$ cat src/rtl/lsag_pkg.sv
package lsag_pkg;

  // Addressing form carried in req_mode; code 3 is decoded as pointer mode.
  typedef enum logic [1:0] {
    AM_POINTER  = 2'd0,
    AM_BASE_IMM = 2'd1,
    AM_BASE_IDX = 2'd2,
    AM_RESERVED = 2'd3
  } amode_e;

  localparam int unsigned LONG_ALIGN_BITS = 2;

endpackage

$ cat src/rtl/lsag_offset.sv
module lsag_offset #(
  parameter int unsigned IMM_W = 5,
  localparam int unsigned OFF_W = IMM_W + 3
) (
  input  logic [IMM_W-1:0] imm,
  output logic [OFF_W-1:0] offset
);

  logic [IMM_W:0] longwords;

  // A zero field stands for the full count 2**IMM_W.
  always_comb begin
    if (imm == '0) begin
      longwords = {1'b1, {IMM_W{1'b0}}};
    end else begin
      longwords = {1'b0, imm};
    end
    offset = {longwords, 2'b00};
  end

endmodule

$ cat src/rtl/lsag_agen.sv
module lsag_agen
  import lsag_pkg::*;
#(
  parameter int unsigned AW           = 32,
  parameter int unsigned OFF_W        = 8,
  parameter bit          ALIGN_STORES = 1'b1
) (
  input  amode_e          mode,
  input  logic            word,
  input  logic            store,
  input  logic            base_sel,
  input  logic [AW-1:0]   index,
  input  logic [AW-1:0]   r14,
  input  logic [AW-1:0]   r15,
  input  logic [OFF_W-1:0] offset,
  output logic [AW-1:0]   addr,
  output logic            word_eff
);

  logic [AW-1:0] base;
  logic [AW-1:0] off_ext;
  logic [AW-1:0] sum_imm_masked;
  logic [AW-1:0] sum_imm_raw;
  logic [AW-1:0] sum_idx;
  logic [AW-1:0] aligned;
  logic [AW-1:0] raw;
  logic          use_raw;

  always_comb begin
    base           = base_sel ? r15 : r14;
    off_ext        = {{(AW-OFF_W){1'b0}}, offset};
    sum_imm_masked = {base[AW-1:LONG_ALIGN_BITS], {LONG_ALIGN_BITS{1'b0}}} + off_ext;
    sum_imm_raw    = base + off_ext;
    sum_idx        = base + index;
  end

  always_comb begin
    case (mode)
      AM_BASE_IMM: begin
        word_eff = 1'b0;
        aligned  = sum_imm_masked;
        raw      = sum_imm_raw;
      end
      AM_BASE_IDX: begin
        word_eff = 1'b0;
        aligned  = {sum_idx[AW-1:LONG_ALIGN_BITS], {LONG_ALIGN_BITS{1'b0}}};
        raw      = sum_idx;
      end
      default: begin
        word_eff = word;
        if (word) begin
          aligned = {index[AW-1:1], 1'b0};
        end else begin
          aligned = {index[AW-1:LONG_ALIGN_BITS], {LONG_ALIGN_BITS{1'b0}}};
        end
        raw = index;
      end
    endcase
  end

  always_comb begin
    use_raw = store && !ALIGN_STORES;
    addr    = use_raw ? raw : aligned;
  end

endmodule

$ cat src/rtl/lsag_region.sv
module lsag_region #(
  parameter int unsigned    AW         = 32,
  parameter logic [AW-1:0]  LOCAL_BASE = 32'h00F1_B000,
  parameter int unsigned    SPAN_LOG2  = 13
) (
  input  logic [AW-1:0] addr,
  output logic          is_local
);

  localparam logic [AW-1:0] SPAN_M1    = AW'((64'd1 << SPAN_LOG2) - 64'd1);
  localparam logic [AW-1:0] LOCAL_LAST = LOCAL_BASE + SPAN_M1;

  always_comb begin
    is_local = (addr >= LOCAL_BASE) && (addr <= LOCAL_LAST);
  end

endmodule

$ cat src/rtl/lsu_addr_gen.sv
module lsu_addr_gen
  import lsag_pkg::*;
#(
  parameter int unsigned   AW           = 32,
  parameter int unsigned   DW           = 32,
  parameter int unsigned   HALF_W       = 16,
  parameter int unsigned   IMM_W        = 5,
  parameter int unsigned   SPAN_LOG2    = 13,
  parameter logic [AW-1:0] LOCAL_BASE   = 32'h00F1_B000,
  parameter bit            ALIGN_STORES = 1'b1
) (
  input  logic             clk,
  input  logic             rst_n,
  input  logic             req_valid,
  input  logic             req_store,
  input  logic             req_word,
  input  logic [1:0]       req_mode,
  input  logic             req_base_sel,
  input  logic [IMM_W-1:0] req_imm,
  input  logic [AW-1:0]    req_index,
  input  logic [AW-1:0]    req_r14,
  input  logic [AW-1:0]    req_r15,
  input  logic [DW-1:0]    req_wdata,
  output logic             out_valid,
  output logic             out_store,
  output logic             out_word,
  output logic             out_local,
  output logic             out_long,
  output logic [AW-1:0]    out_addr,
  output logic [DW-1:0]    out_wdata
);

  localparam int unsigned OFF_W = IMM_W + 3;

  logic [OFF_W-1:0] offset;
  logic [AW-1:0]    addr_c;
  logic             word_c;
  logic             local_c;
  amode_e           mode_c;

  logic             valid_d, store_d, word_d, local_d, long_d;
  logic [AW-1:0]    addr_d;
  logic [DW-1:0]    wdata_d;

  assign mode_c = amode_e'(req_mode);

  lsag_offset #(.IMM_W(IMM_W)) u_offset (
    .imm    (req_imm),
    .offset (offset)
  );

  lsag_agen #(.AW(AW), .OFF_W(OFF_W), .ALIGN_STORES(ALIGN_STORES)) u_agen (
    .mode     (mode_c),
    .word     (req_word),
    .store    (req_store),
    .base_sel (req_base_sel),
    .index    (req_index),
    .r14      (req_r14),
    .r15      (req_r15),
    .offset   (offset),
    .addr     (addr_c),
    .word_eff (word_c)
  );

  lsag_region #(.AW(AW), .LOCAL_BASE(LOCAL_BASE), .SPAN_LOG2(SPAN_LOG2)) u_region (
    .addr     (addr_c),
    .is_local (local_c)
  );

  // Next-state: hold everything but valid when no request is present.
  always_comb begin
    valid_d = req_valid;
    store_d = out_store;
    word_d  = out_word;
    local_d = out_local;
    long_d  = out_long;
    addr_d  = out_addr;
    wdata_d = out_wdata;
    if (req_valid) begin
      store_d = req_store;
      word_d  = word_c;
      local_d = local_c;
      long_d  = !word_c || local_c;
      addr_d  = addr_c;
      if (word_c && req_store) begin
        wdata_d = {{(DW-HALF_W){1'b0}}, req_wdata[HALF_W-1:0]};
      end else begin
        wdata_d = req_wdata;
      end
    end
  end

  always_ff @(posedge clk or negedge rst_n) begin
    if (!rst_n) begin
      out_valid <= 1'b0;
      out_store <= 1'b0;
      out_word  <= 1'b0;
      out_local <= 1'b0;
      out_long  <= 1'b0;
      out_addr  <= '0;
      out_wdata <= '0;
    end else begin
      out_valid <= valid_d;
      out_store <= store_d;
      out_word  <= word_d;
      out_local <= local_d;
      out_long  <= long_d;
      out_addr  <= addr_d;
      out_wdata <= wdata_d;
    end
  end

  AST_VALID_FOLLOWS: assert property (@(posedge clk) disable iff (!rst_n)
    req_valid |=> out_valid);
  AST_IDLE_NO_VALID: assert property (@(posedge clk) disable iff (!rst_n)
    !req_valid |=> !out_valid);
  AST_IDLE_HOLD_ADDR: assert property (@(posedge clk) disable iff (!rst_n)
    !req_valid |=> $stable(out_addr) && $stable(out_local));
  AST_LOAD_LONG_ALIGNED: assert property (@(posedge clk) disable iff (!rst_n)
    out_valid && !out_store && !out_word |-> out_addr[1:0] == 2'b00);
  AST_HALF_EVEN: assert property (@(posedge clk) disable iff (!rst_n)
    out_valid && out_word && (!out_store || ALIGN_STORES) |-> !out_addr[0]);
  AST_HALF_STORE_ZEXT: assert property (@(posedge clk) disable iff (!rst_n)
    out_valid && out_word && out_store |-> out_wdata[DW-1:HALF_W] == '0);
  AST_EXT_HALF_SHORT: assert property (@(posedge clk) disable iff (!rst_n)
    out_valid && out_word && !out_local |-> !out_long);
  AST_LOCAL_HALF_LONG: assert property (@(posedge clk) disable iff (!rst_n)
    out_valid && out_word && out_local |-> out_long);

endmodule

$ cat config.mk
export PLATFORM = sky130hd
export DESIGN_NAME = lsu_addr_gen
export DESIGN_NICKNAME = d
export VERILOG_FILES = /design/src/rtl/lsag_pkg.sv /design/src/rtl/lsag_offset.sv /design/src/rtl/lsag_agen.sv /design/src/rtl/lsag_region.sv /design/src/rtl/lsu_addr_gen.sv
export SDC_FILE = /design/constraint.sdc
export NUM_CORES = 1
export LEC_CHECK = 0
export BUFFER_PORTS_ARGS = -buffer_cell sky130_fd_sc_hd__buf_4
export CORE_ASPECT_RATIO = 1.5
export CORE_MARGIN = 2
export CORE_UTILIZATION = 30
export CTS_BUF_LIST = sky130_fd_sc_hd__clkbuf_16
export DETAILED_ROUTE_END_ITERATION = 6
export PLACE_DENSITY_LB_ADDON = 0.1
export SETUP_SLACK_MARGIN = 0.2
export SLEW_MARGIN = 30
export SYNTH_ARGS = -nofsm -noshare
export SYNTH_HDL_FRONTEND = slang
export SYNTH_HIERARCHICAL = 1
export SYNTH_SLANG_ARGS = --single-unit
$ cat constraint.sdc
create_clock -name clk -period 2.16 [get_ports clk]
set_clock_uncertainty 0.1 [all_clocks]
set_input_delay 0.432 -clock clk [delete_from_list [all_inputs] [get_ports clk]]
set_output_delay 0.432 -clock clk [all_outputs]
set_load 0.02 [all_outputs]
==> Word-level counts from Yosys, hierarchy flattened <==
Cells that the tools add are included.
{ "classes": {"addsub": 2, "n_mul": 0, "div": 0, "n_lt_le_gt_ge": 2, "eq_ne": 2, "shifts": 0, "mux": 6, "n_bitwise": 0, "reduce_logical": 6} }
{ "ops": {"columns": ["cell", "n"], "rows": [
  ["32-bit 2-to-1 mux", 2],
  ["32-bit case mux with 2 select lines", 1],
  ["32-bit adder", 1],
  ["32-bit by 8-bit adder with 32-bit output", 1],
  ["32-bit by 24-bit >= comparator with 1-bit output, second input constant", 1],
  ["32-bit by 24-bit <= comparator with 1-bit output, second input constant", 1],
  ["6-bit 2-to-1 mux", 1],
  ["5-bit logical NOT", 1],
  ["2-bit by 1-bit equality test with 1-bit output, second input constant", 1],
  ["2-bit equality test, second input constant", 1],
  ["1-bit logical AND", 2],
  ["2-bit 2-to-1 mux", 1],
  ["2-bit OR reduction", 1],
  ["1-bit logical NOT", 1],
  ["1-bit logical OR", 1],
  ["1-bit 2-to-1 mux", 1]
]} }
{ "word_totals": {"regBits": 69, "latchBits": 0, "ram_bits": 0, "mem_bits_ro": 0, "inputBits": 141, "output_inout_bits": 69, "elab_cells": 25, "memories": 0} }

==> Depth between registers and ports, before layout <==
Gate-level depths: netlist (run 1).
{ "depth": {"depth_word": 7, "depth_mapped": 24, "ltp_nobuf": 19} }

==> Hierarchy <==
The synthesis (run 1) kept the hierarchy.
{ "by_module_without_submodules": {"columns": ["mod", "n_inst", "cells_each", "area_each_um2", "seq_area_each_um2"], "rows": [
  ["lsag_agen", 1, 445, 3175.5, 0.0],
  ["lsu_addr_gen", 1, 183, 2648.8, 1726.7],
  ["lsag_region", 1, 10, 80.1, 0.0],
  ["lsag_offset", 1, 10, 55.1, 0.0]
]} }

==> Worst setup path before layout (run 1) <==
Ideal clock, no wire load.
{ "synth_path": {"path_kind": "input-to-reg", "start": "in req_base_sel", "end": "reg out_long", "setup_time_ns": 0.082, "arrival_ns": 4.595, "required_ns": 1.978, "slack_ns": -2.617, "path_stages": 22, "path_buffers": 5, "path_cell_list": "buf_6 buf_2 buf_4 buf_2 buf_2 mux2_2 ha_1 nand3_1 o211ai_1 o2111ai_2 a21o_1 nand3_1 a31oi_2 a211o_1 o211ai_2 mux2i_1 o221ai_1 nor4_2 nand2_1 nor4_2 inv_1 a31oi_1"} }
{ "synth_via": {"elab_chain_len": 6, "word_cells_on_any_way": 8, "cone_classes": "add/sub: 2; order compare: 2; mux: 2; reduce/logical: 2"} }
{ "synth_lines": {"columns": ["element", "line_no", "rtl"], "rows": [
  ["from (decl)", "lsu_addr_gen.sv:18", "input logic req_base_sel,"],
  ["32-bit 2-to-1 mux *", "lsag_agen.sv:30", "base = base_sel ? r15 : r14;"],
  ["32-bit adder or 32-bit by 8-bit adder with 32-bit output (tied branches)", "lsag_agen.sv:34, lsag_agen.sv:32", null],
  ["32-bit case mux with 2 select lines *", "lsag_agen.sv:38", "case (mode)"],
  ["named net addr_c[31]", "lsu_addr_gen.sv:36", "logic [AW-1:0] addr_c;"],
  ["32-bit by 24-bit >= comparator with 1-bit output or 32-bit by 24-bit <= comparator with 1-bit output (tied branches)", "lsag_region.sv:14", "is_local = (addr >= LOCAL_BASE) && (addr <= LOCAL_LAST);"],
  ["1-bit logical AND *", "lsag_region.sv:14", null],
  ["named net local_c", "lsu_addr_gen.sv:38", "logic local_c;"],
  ["1-bit logical OR *", "lsu_addr_gen.sv:83", "long_d = !word_c || local_c;"],
  ["to (signal assigned)", "lsu_addr_gen.sv:107", "out_long <= long_d;"],
  ["to (decl)", "lsu_addr_gen.sv:28", "output logic out_long,"]
]} }
The timed path passes the listed nets; every way through them passes the cells marked *.
A chain may end at the register's enable or synchronous reset.

==> Final worst setup path (run 1) <==
Same ends and word-level chain as after synthesis.

==> metrics.txt, run 1 <==
# TYPE chip_impl_metric gauge
chip_impl_metric{name="fin_nets",unit=""} 1251
chip_impl_metric{name="via_per_instance_ratio",unit=""} 4.93
chip_impl_info{name="critical_path.top_delay_family",value="compound AO/OA/AOI/OAI gates"} 1
chip_impl_metric{name="r2r_slack",unit="ns"} 1.25
chip_impl_metric{name="finalHoldViolations",unit=""} 1
chip_impl_metric{name="post-route-drc-count",unit=""} 0
chip_impl_metric{name="final_critical_path_required_period",unit="ns"} 3.71
chip_impl_metric{name="p_per_area",unit="nW/µm²"} 562
chip_impl_info{name="synth.area.top_cells",value="sky130_fd_sc_hd__dfrtp_1, sky130_fd_sc_hd__mux2_2, sky130_fd_sc_hd__ha_1"} 1
chip_impl_metric{name="die_x",unit="µm"} 119
chip_impl_metric{name="holdWs",unit="ns"} -0.000614
chip_impl_metric{name="finalCoreUtilization",unit="%"} 55.8
chip_impl_info{name="highest_count_cells_in_the_layout_ignoring_fill_and_taps",value="sky130_fd_sc_hd__buf_4, sky130_fd_sc_hd__dfrtp_1, sky130_fd_sc_hd__nand2_1, sky130_fd_sc_hd__inv_1, sky130_fd_sc_hd__mux2_4"} 1
chip_impl_info{name="crit_path_cell_trace",value="buf_16 -> mux2_4 -> ha_4 -> a21oi_4 -> buf_6 -> o21ai_4 -> a21oi_2 -> o21bai_2 -> a41oi_2 -> o21ai_2 -> buf_4 -> xor2_2 -> a221oi_2 -> a21oi_1 -> o211ai_1 -> buf_4 -> nand2_1 -> nor4_4 -> inv_1 -> a31oi_1"} 1
chip_impl_metric{name="place.detailed.hpwl",unit="µm"} 17700
chip_impl_metric{name="detail_route.wirelength",unit="µm"} 22900
chip_impl_metric{name="ir_drop",unit="V"} 0.000581
chip_impl_metric{name="tightest_slew",unit="ns"} 0.625
chip_impl_metric{name="post-route-cell-area",unit="µm²"} 11000
chip_impl_metric{name="post_synth_inst_count",unit=""} 648
chip_impl_metric{name="antenna_left",unit=""} 0
chip_impl_metric{name="first_drt_iteration_drcs",unit=""} 240
chip_impl_metric{name="global_route.overflow_total",unit=""} 0
chip_impl_metric{name="antenna_found_initial",unit=""} 0
chip_impl_metric{name="max-clock-path-buffers",unit=""} 2
chip_impl_info{name="synth_area_leader_cell",value="sky130_fd_sc_hd__dfrtp_1"} 1
chip_impl_metric{name="fmaxAchievable",unit="GHz"} 0.270
chip_impl_metric{name="postLayoutSetupSlackWorst",unit="ns"} -1.55
chip_impl_info{name="clock-root-buffer",value="sky130_fd_sc_hd__clkbuf_16"} 1
chip_impl_info{name="crit-reg2reg-launch",value="out_addr[20]"} 1
chip_impl_metric{name="ios",unit=""} 210
chip_impl_metric{name="routedWlPerCell",unit="µm"} 17.1
chip_impl_metric{name="cts_made_buffers",unit=""} 9
chip_impl_metric{name="placementRows",unit=""} 63
chip_impl_metric{name="design.die.area",unit="µm²"} 21000
chip_impl_metric{name="post-synth-top-area-fraction",unit="%"} 29.0
chip_impl_metric{name="crit_arrival",unit="ns"} 3.86
chip_impl_metric{name="layout_worst_path_cycle_share",unit="%"} 172
chip_impl_info{name="worst_setup_path_end_kind",value="register"} 1
chip_impl_metric{name="insertion_delay_to_the_later_sink_of_the_worst_skew_pair",unit="ns"} 0.33
chip_impl_metric{name="pin_count_of_the_biggest_net_entering_global_routing",unit=""} 52
chip_impl_metric{name="total_power",unit="W"} 0.00616
chip_impl_info{name="rsz0062_at_grt",value="yes"} 1
chip_impl_info{name="crit_type",value="in2reg"} 1
chip_impl_metric{name="critical_path_peak_fanout",unit=""} 8
chip_impl_metric{name="first_global_vias",unit=""} 7231
chip_impl_metric{name="worstPathBufferInverterCount",unit=""} 5
chip_impl_metric{name="setup_viol",unit=""} 31
chip_impl_metric{name="core_box_area",unit="µm²"} 19600
chip_impl_metric{name="synthesis.area",unit="µm²"} 5960
chip_impl_metric{name="maxCapViolations",unit=""} 0
chip_impl_metric{name="first_pass_iters",unit=""} 4
chip_impl_metric{name="die_h",unit="µm"} 177
chip_impl_info{name="postSynth.topFlopCell",value="sky130_fd_sc_hd__dfrtp_1"} 1
chip_impl_metric{name="yosysSeqAreaShare",unit="%"} 29.0
chip_impl_metric{name="initial_utilization",unit="%"} 30.4
chip_impl_metric{name="leakage",unit="nW"} 5.32
chip_impl_metric{name="antenna_cells_inserted",unit=""} 0
chip_impl_metric{name="ys_types",unit=""} 70
chip_impl_metric{name="timing.max_slew.rel_slack",unit="%"} 58.3
chip_impl_info{name="timing.critical_path.mode_cell",value="sky130_fd_sc_hd__buf_4"} 1
chip_impl_info{name="setup.worst_path.start_class",value="primary input"} 1
chip_impl_metric{name="critPathMaxStageDelay",unit="ns"} 0.34
chip_impl_metric{name="syn2layout_area_growth",unit="%"} 83.9
chip_impl_info{name="mostFrequentLayoutCell",value="sky130_fd_sc_hd__buf_4"} 1
chip_impl_metric{name="async_reset_ff_share",unit="%"} 100
chip_impl_metric{name="ys_ff_latch",unit=""} 69
chip_impl_info{name="tritoncts",value="built"} 1
chip_impl_info{name="run_status",value="finished with violations"} 1
chip_impl_metric{name="globalplace.congestion",unit=""} 0.922
chip_impl_metric{name="clock_pin_transition_on_the_worst_setup_and_hold_timing_paths",unit="ns"} 0.06
chip_impl_info{name="source_of_the_critical_timing_path",value="req_base_sel"} 1
chip_impl_metric{name="required_time_worst_endpoint",unit="ns"} 2.31
chip_impl_metric{name="synthesis.area_per_instance",unit="µm²"} 9.20
chip_impl_metric{name="synth-edff-count",unit=""} 0
chip_impl_metric{name="tritoncts_num_sinks",unit=""} 69
chip_impl_metric{name="post_route_cells_drive_above_1_share",unit="%"} 62.2
chip_impl_info{name="type_of_the_worst_min_delay_path",value="in2async"} 1
chip_impl_info{name="failing_checks",value="hold timing, setup timing"} 1
chip_impl_info{name="crit_slowest_cell",value="sky130_fd_sc_hd__mux2_4"} 1
chip_impl_metric{name="ys.warnings.count",unit=""} 6
chip_impl_metric{name="clock_tree.htree_level_count",unit=""} 3
chip_impl_metric{name="timing.final.max_slew_violations",unit=""} 0
chip_impl_metric{name="overall_global_routing_usage",unit="%"} 21.6
chip_impl_metric{name="global_route_wire_length_before_repair",unit="µm"} 36100
chip_impl_metric{name="route.vias.total",unit=""} 6582
chip_impl_metric{name="buffer_ports.inserted",unit=""} 209
chip_impl_metric{name="placement.cell_area",unit="µm²"} 9440
[final timing paths]
path,endpoint,depth (start not counted)
worst max-delay path,out_long,20
worst min-delay path,out_wdata[25],1
worst max register to register,out_addr[20],1
worst min register to register,out_addr[23],1
max in group asynchronous,out_wdata[5],2
min in group clk,out_wdata[12],2
[flip-flops by register name, summed over array words and instances, names as in the netlist]
register	flops
out_word	1
out_store	1
out_wdata	32
out_local	1
out_long	1
out_addr	32
out_valid	1
[logic make-up (layout without fill, tap and decap cells)]
group	count (synthesis)	count (layout)	synth area share, %
adders and majority gates	39	39	8.31
muxes	84	84	16.4
AOI/OAI and AO/OA	165	165	19.6
xor gates and xnor gates	49	49	7.20
DFF	69	69	29.0
buffers and inverters	93	520	6.82
other	1	2	0.0629
and+or+nand+nor	148	148	12.6
[metrics by stage]
| step | hold slack [ns] | TNS [ns] | cells | setup slack, ns |
|---|---|---|---|---|
| finish | -0.000614 | -29.83 | 1336 | -1.55 |
| floorplan | 0.0364 | -42.25 | 649 | -2.00 |
| detailed placement | 0.376 | -45.66 | 1280 | -2.25 |
| global route | 0.0461 | -32.64 | 1336 | -1.70 |
| CTS | 0.0244 | -28.19 | 1317 | -1.62 |
| global placement | 0.379 | -44.16 | 1280 | -2.20 |
[metal layers]
| metal | track usage (%) | wire length [µm] | up-vias |
|---|---|---|---|
| li1 | - | - | 3167 |
| met1 | 21.4 | 7990 | 3183 |
| met2 | 42.0 | 12700 | 183 |
| met3 | 4.80 | 1270 | 49 |
| met4 | 9.97 | 846 | 0 |
| met5 | 0 | 0 | - |
[final cells by class]
| cell class | count | area [µm²] |
|---|---|---|
| Fill cell | 1781 | 8670 |
| Multi-Input combinational cell | 487 | 4820 |
| Timing Repair Buffer | 446 | 3590 |
| Sequential cell | 69 | 1730 |
| Tap cell | 260 | 325 |
| Clock buffer | 9 | 225 |
| Inverter | 58 | 218 |
| Clock inverter | 7 | 58.8 |
[synth_stat cells (3+ instances only)]
library cell,instances
sky130_fd_sc_hd__dfrtp_1,69
sky130_fd_sc_hd__nand2_1,58
sky130_fd_sc_hd__inv_1,57
sky130_fd_sc_hd__mux2_2,50
sky130_fd_sc_hd__ha_1,38
sky130_fd_sc_hd__a21oi_1,36
sky130_fd_sc_hd__xnor2_1,33
sky130_fd_sc_hd__a21o_1,23
sky130_fd_sc_hd__nor2_1,21
sky130_fd_sc_hd__nand3_1,18
sky130_fd_sc_hd__o22ai_1,18
sky130_fd_sc_hd__o21ai_0,17
sky130_fd_sc_hd__clkbuf_1,16
sky130_fd_sc_hd__xor2_1,16
sky130_fd_sc_hd__mux2i_1,15
sky130_fd_sc_hd__buf_2,11
sky130_fd_sc_hd__mux2_4,11
sky130_fd_sc_hd__nor3_1,9
sky130_fd_sc_hd__a221oi_1,8
sky130_fd_sc_hd__a22oi_1,8
sky130_fd_sc_hd__o21bai_1,8
sky130_fd_sc_hd__and3_1,7
sky130_fd_sc_hd__mux2_1,7
sky130_fd_sc_hd__a31oi_1,5
sky130_fd_sc_hd__o21ai_1,5
sky130_fd_sc_hd__o221ai_1,5
sky130_fd_sc_hd__buf_4,4
sky130_fd_sc_hd__nand2b_1,4
sky130_fd_sc_hd__nand4_1,4
sky130_fd_sc_hd__nor2b_1,4
sky130_fd_sc_hd__o211ai_1,4
sky130_fd_sc_hd__o21a_1,4
sky130_fd_sc_hd__or3_1,4
sky130_fd_sc_hd__and2_1,3
sky130_fd_sc_hd__buf_6,3
[report_power, final]
group / internal (W) / leakage [nW] / total (W) / switching (W)
sequential: 0.00147 / 0.839 / 0.00157 / 0.000102
combinational: 0.00170 / 4.34 / 0.00317 / 0.00147
clock: 0.000795 / 0.138 / 0.00142 / 0.000628
[timing repair]
| action | CTS | global route |
|---|---|---|
| cloned | 1 | 0 |
| resized for setup | 101 | 81 |
| setup buffers | 20 | 19 |
| pin swaps | 63 | 57 |
| setup endpoints to repair | 32 | 31 |
| hold buffers | 0 | 0 |
No activity file was read; power rests on OpenSTA's default activity.
==> inputs of run 2 (changes only) <==
- SETUP_SLACK_MARGIN: 0.2 -> 0.02
- clock period: 2.16 -> 3.8 ns (I/O delays scaled with it)
==> run 2 against run 1 <==
Compared with the run above:
- the run ends with setup timing left
- clock power is 41% lower
- sequential share of layout area is 1.7 points higher
- non-clock buffer count is 72 lower
- first-iteration DRC count is 38% lower
- sequential cell count stayed put
- combinational power is 51% lower
- clock-buffer cell count stayed put
- setup slack better by 1.3 ns
==> metrics.txt, run 2 (synthesized netlist as in run 1, its figures left out) <==
# TYPE chip_impl_metric gauge
chip_impl_info{name="crit_slowest_cell",value="sky130_fd_sc_hd__or3_4"} 1
chip_impl_info{name="clock-root-buffer",value="sky130_fd_sc_hd__clkbuf_16"} 1
chip_impl_info{name="reg_top3",value="out_addr (32), out_wdata (32)"} 1
chip_impl_metric{name="syn2layout_area_growth",unit="%"} 66.0
chip_impl_metric{name="pin_count_of_the_biggest_net_entering_global_routing",unit=""} 70
chip_impl_metric{name="place.detailed.hpwl",unit="µm"} 17000
chip_impl_metric{name="global_route.overflow_total",unit=""} 0
chip_impl_metric{name="placementRows",unit=""} 63
chip_impl_metric{name="maxCapViolations",unit=""} 0
chip_impl_metric{name="fin_setup_tns",unit="ns"} -0.477
chip_impl_metric{name="final.fill_count",unit=""} 1886
chip_impl_info{name="crit_type",value="in2reg"} 1
chip_impl_metric{name="first_pass_iters",unit=""} 4
chip_impl_metric{name="global_route.usage.met3",unit="%"} 4.35
chip_impl_metric{name="p_per_area",unit="nW/µm²"} 333
chip_impl_metric{name="ir_drop",unit="V"} 0.000256
chip_impl_metric{name="clock_pin_transition_on_the_worst_setup_and_hold_timing_paths",unit="ns"} 0.06
chip_impl_metric{name="finalCoreUtilization",unit="%"} 50.4
chip_impl_info{name="rsz0062_at_grt",value="yes"} 1
chip_impl_metric{name="cts_made_buffers",unit=""} 9
chip_impl_info{name="type_of_the_worst_min_delay_path",value="in2async"} 1
chip_impl_metric{name="timing.final.max_slew_violations",unit=""} 0
chip_impl_metric{name="required_time_worst_endpoint",unit="ns"} 3.96
chip_impl_info{name="highest_count_cells_in_the_layout_ignoring_fill_and_taps",value="sky130_fd_sc_hd__buf_4, sky130_fd_sc_hd__dfrtp_1, sky130_fd_sc_hd__nand2_1, sky130_fd_sc_hd__inv_1, sky130_fd_sc_hd__mux2_2"} 1
chip_impl_metric{name="post_route_cells_drive_above_1_share",unit="%"} 54.3
chip_impl_metric{name="crit_arrival",unit="ns"} 4.22
chip_impl_info{name="crit_path_cell_trace",value="buf_16 -> mux2_4 -> ha_4 -> inv_2 -> fa_2 -> nor2b_1 -> o21ai_2 -> a21oi_2 -> o21a_1 -> o21ai_4 -> or3_4 -> and3_4 -> o31a_1 -> o211ai_1 -> buf_4 -> nand2_2 -> nor4_4 -> inv_1 -> a31oi_1"} 1
chip_impl_info{name="run_status",value="finished with violations"} 1
chip_impl_metric{name="leakage",unit="nW"} 4.75
chip_impl_metric{name="core_box_area",unit="µm²"} 19600
chip_impl_metric{name="fin_nets",unit=""} 1179
chip_impl_metric{name="tightest_slew",unit="ns"} 0.635
chip_impl_metric{name="via_per_instance_ratio",unit=""} 4.86
chip_impl_metric{name="seqCellArea",unit="µm²"} 1730
chip_impl_metric{name="post-route-drc-count",unit=""} 0
chip_impl_metric{name="antenna_found_initial",unit=""} 0
chip_impl_metric{name="fmaxAchievable",unit="GHz"} 0.247
chip_impl_metric{name="global_route_wire_length_before_repair",unit="µm"} 33900
chip_impl_metric{name="route.vias.total",unit=""} 6149
chip_impl_metric{name="cts-hold-fix-buffers",unit=""} 0
chip_impl_metric{name="r2r_slack",unit="ns"} 2.90
chip_impl_metric{name="antenna_left",unit=""} 0
chip_impl_metric{name="initial_utilization",unit="%"} 30.4
chip_impl_metric{name="clock_tree.htree_level_count",unit=""} 3
chip_impl_info{name="setup.worst_path.start_class",value="primary input"} 1
chip_impl_metric{name="design.die.area",unit="µm²"} 21000
chip_impl_info{name="tritoncts",value="built"} 1
chip_impl_metric{name="globalplace.congestion",unit=""} 0.865
chip_impl_metric{name="max-clock-path-buffers",unit=""} 2
chip_impl_metric{name="ios",unit=""} 210
chip_impl_metric{name="total_power",unit="W"} 0.00329
chip_impl_info{name="gr-max-usage-layer",value="met2"} 1
chip_impl_info{name="worst_setup_path_end_kind",value="register"} 1
chip_impl_metric{name="dp_worst_setup_slack",unit="ns"} -0.991
chip_impl_metric{name="multi_input_comb_area",unit="µm²"} 4450
chip_impl_metric{name="critPathMaxStageDelay",unit="ns"} 0.38
chip_impl_metric{name="layout_worst_path_cycle_share",unit="%"} 107
chip_impl_metric{name="grtUsageMet1",unit="%"} 21.8
chip_impl_metric{name="die_x",unit="µm"} 119
chip_impl_metric{name="overall_global_routing_usage",unit="%"} 20.5
chip_impl_metric{name="insertion_delay_to_the_later_sink_of_the_worst_skew_pair",unit="ns"} 0.34
chip_impl_metric{name="finalHoldViolations",unit=""} 0
chip_impl_metric{name="timing.max_slew.rel_slack",unit="%"} 57.7
chip_impl_info{name="failing_checks",value="setup timing"} 1
chip_impl_metric{name="postLayoutSetupSlackWorst",unit="ns"} -0.255
chip_impl_metric{name="fin_cells",unit=""} 1264
chip_impl_metric{name="antenna_cells_inserted",unit=""} 0
chip_impl_metric{name="setup_viol",unit=""} 2
chip_impl_metric{name="tritoncts_num_sinks",unit=""} 69
chip_impl_metric{name="detail_route.wirelength",unit="µm"} 21500
chip_impl_info{name="source_of_the_critical_timing_path",value="req_base_sel"} 1
chip_impl_metric{name="critical_path_peak_fanout",unit=""} 8
chip_impl_metric{name="buffer_ports.inserted",unit=""} 209
chip_impl_metric{name="post-place-cells",unit=""} 1237
chip_impl_metric{name="routedWlPerCell",unit="µm"} 17.0
chip_impl_metric{name="first_global_vias",unit=""} 6669
chip_impl_info{name="mostFrequentLayoutCell",value="sky130_fd_sc_hd__buf_4"} 1
chip_impl_metric{name="met2_usage",unit="%"} 39.0
chip_impl_metric{name="first_drt_iteration_drcs",unit=""} 149
chip_impl_metric{name="die_h",unit="µm"} 177
chip_impl_info{name="crit-reg2reg-launch",value="out_addr[21]"} 1
chip_impl_metric{name="final_critical_path_required_period",unit="ns"} 4.06
==> run 2: changes by cell type in the layout (fill, tap and decap cells not counted), moves of 7 or more <==
cell / delta
sky130_fd_sc_hd__mux2_2: +12
sky130_fd_sc_hd__buf_6: -29
sky130_fd_sc_hd__mux2_4: -15
sky130_fd_sc_hd__xnor2_1: +11
sky130_fd_sc_hd__buf_4: -39
sky130_fd_sc_hd__a21oi_2: -8
sky130_fd_sc_hd__o21ai_0: +7
sky130_fd_sc_hd__xnor2_2: -10
sky130_fd_sc_hd__o21ai_2: -9
sky130_fd_sc_hd__a21oi_1: +9
==> run 2: per-stage QoR <==
step	area [µm²]	hold WS, ns
2_1_floorplan	6210	0.364
3_3_place_gp	9030	0.377
3_5_place_dp	9050	0.381
4_1_cts	9590	0.403
5_1_grt	9890	0.367
6_report	9890	0.323
==> run 2: area by class of cell <==
cell class | instances | area share [%]
Tap cell | 260 | 3.29
Timing Repair Buffer | 374 | 29.2
Inverter | 58 | 2.20
Sequential cell | 69 | 17.5
Clock buffer | 9 | 2.28
Clock inverter | 7 | 0.632
Multi-Input combinational cell | 487 | 44.9
==> run 2: timing repair <==
| item | in CTS | in global routing |
|---|---|---|
| setup endpoints to repair | 13 | 10 |
| pin swaps | 18 | 20 |
| cloned | 1 | 0 |
| buffers inserted | 3 | 7 |
| gates resized for setup | 40 | 44 |
==> run 2: critical path: cells and delay by family <==
| kind | cells | cell delay [ns] |
|---|---|---|
| compound gates | 7 | 1.27 |
| fa+ha+maj | 2 | 0.48 |
| buf+inv | 4 | 0.42 |
| mux | 1 | 0.24 |
| simple gates | 5 | 1.05 |
==> run 2: report_power, final <==
part / internal (W) / leakage [nW] / total (W) / switching [W]
combinational: 0.000812 / 3.77 / 0.00156 / 0.000749
sequential: 0.000834 / 0.839 / 0.000889 / 0.0000553
clock: 0.000458 / 0.139 / 0.000842 / 0.000385
total: 0.00210 / 4.75 / 0.00329 / 0.00119
==> run 2: path summary, 6_finish.rpt <==
| kind | cells past startpoint | end |
|---|---|---|
| worst min register to register | 1 | out_addr[25] |
| worst max-delay path | 19 | out_long |
| max in group asynchronous | 1 | out_addr[15] |
| worst max register to register | 1 | out_addr[21] |
| min in group clk | 1 | out_addr[25] |
| worst min-delay path | 1 | out_wdata[25] |
==> run 2: metal layers <==
metal	up-vias	wire length (µm)
met5	-	0
met4	0	654
met3	35	1030
met2	157	11700
met1	2928	8140
li1	3029	-
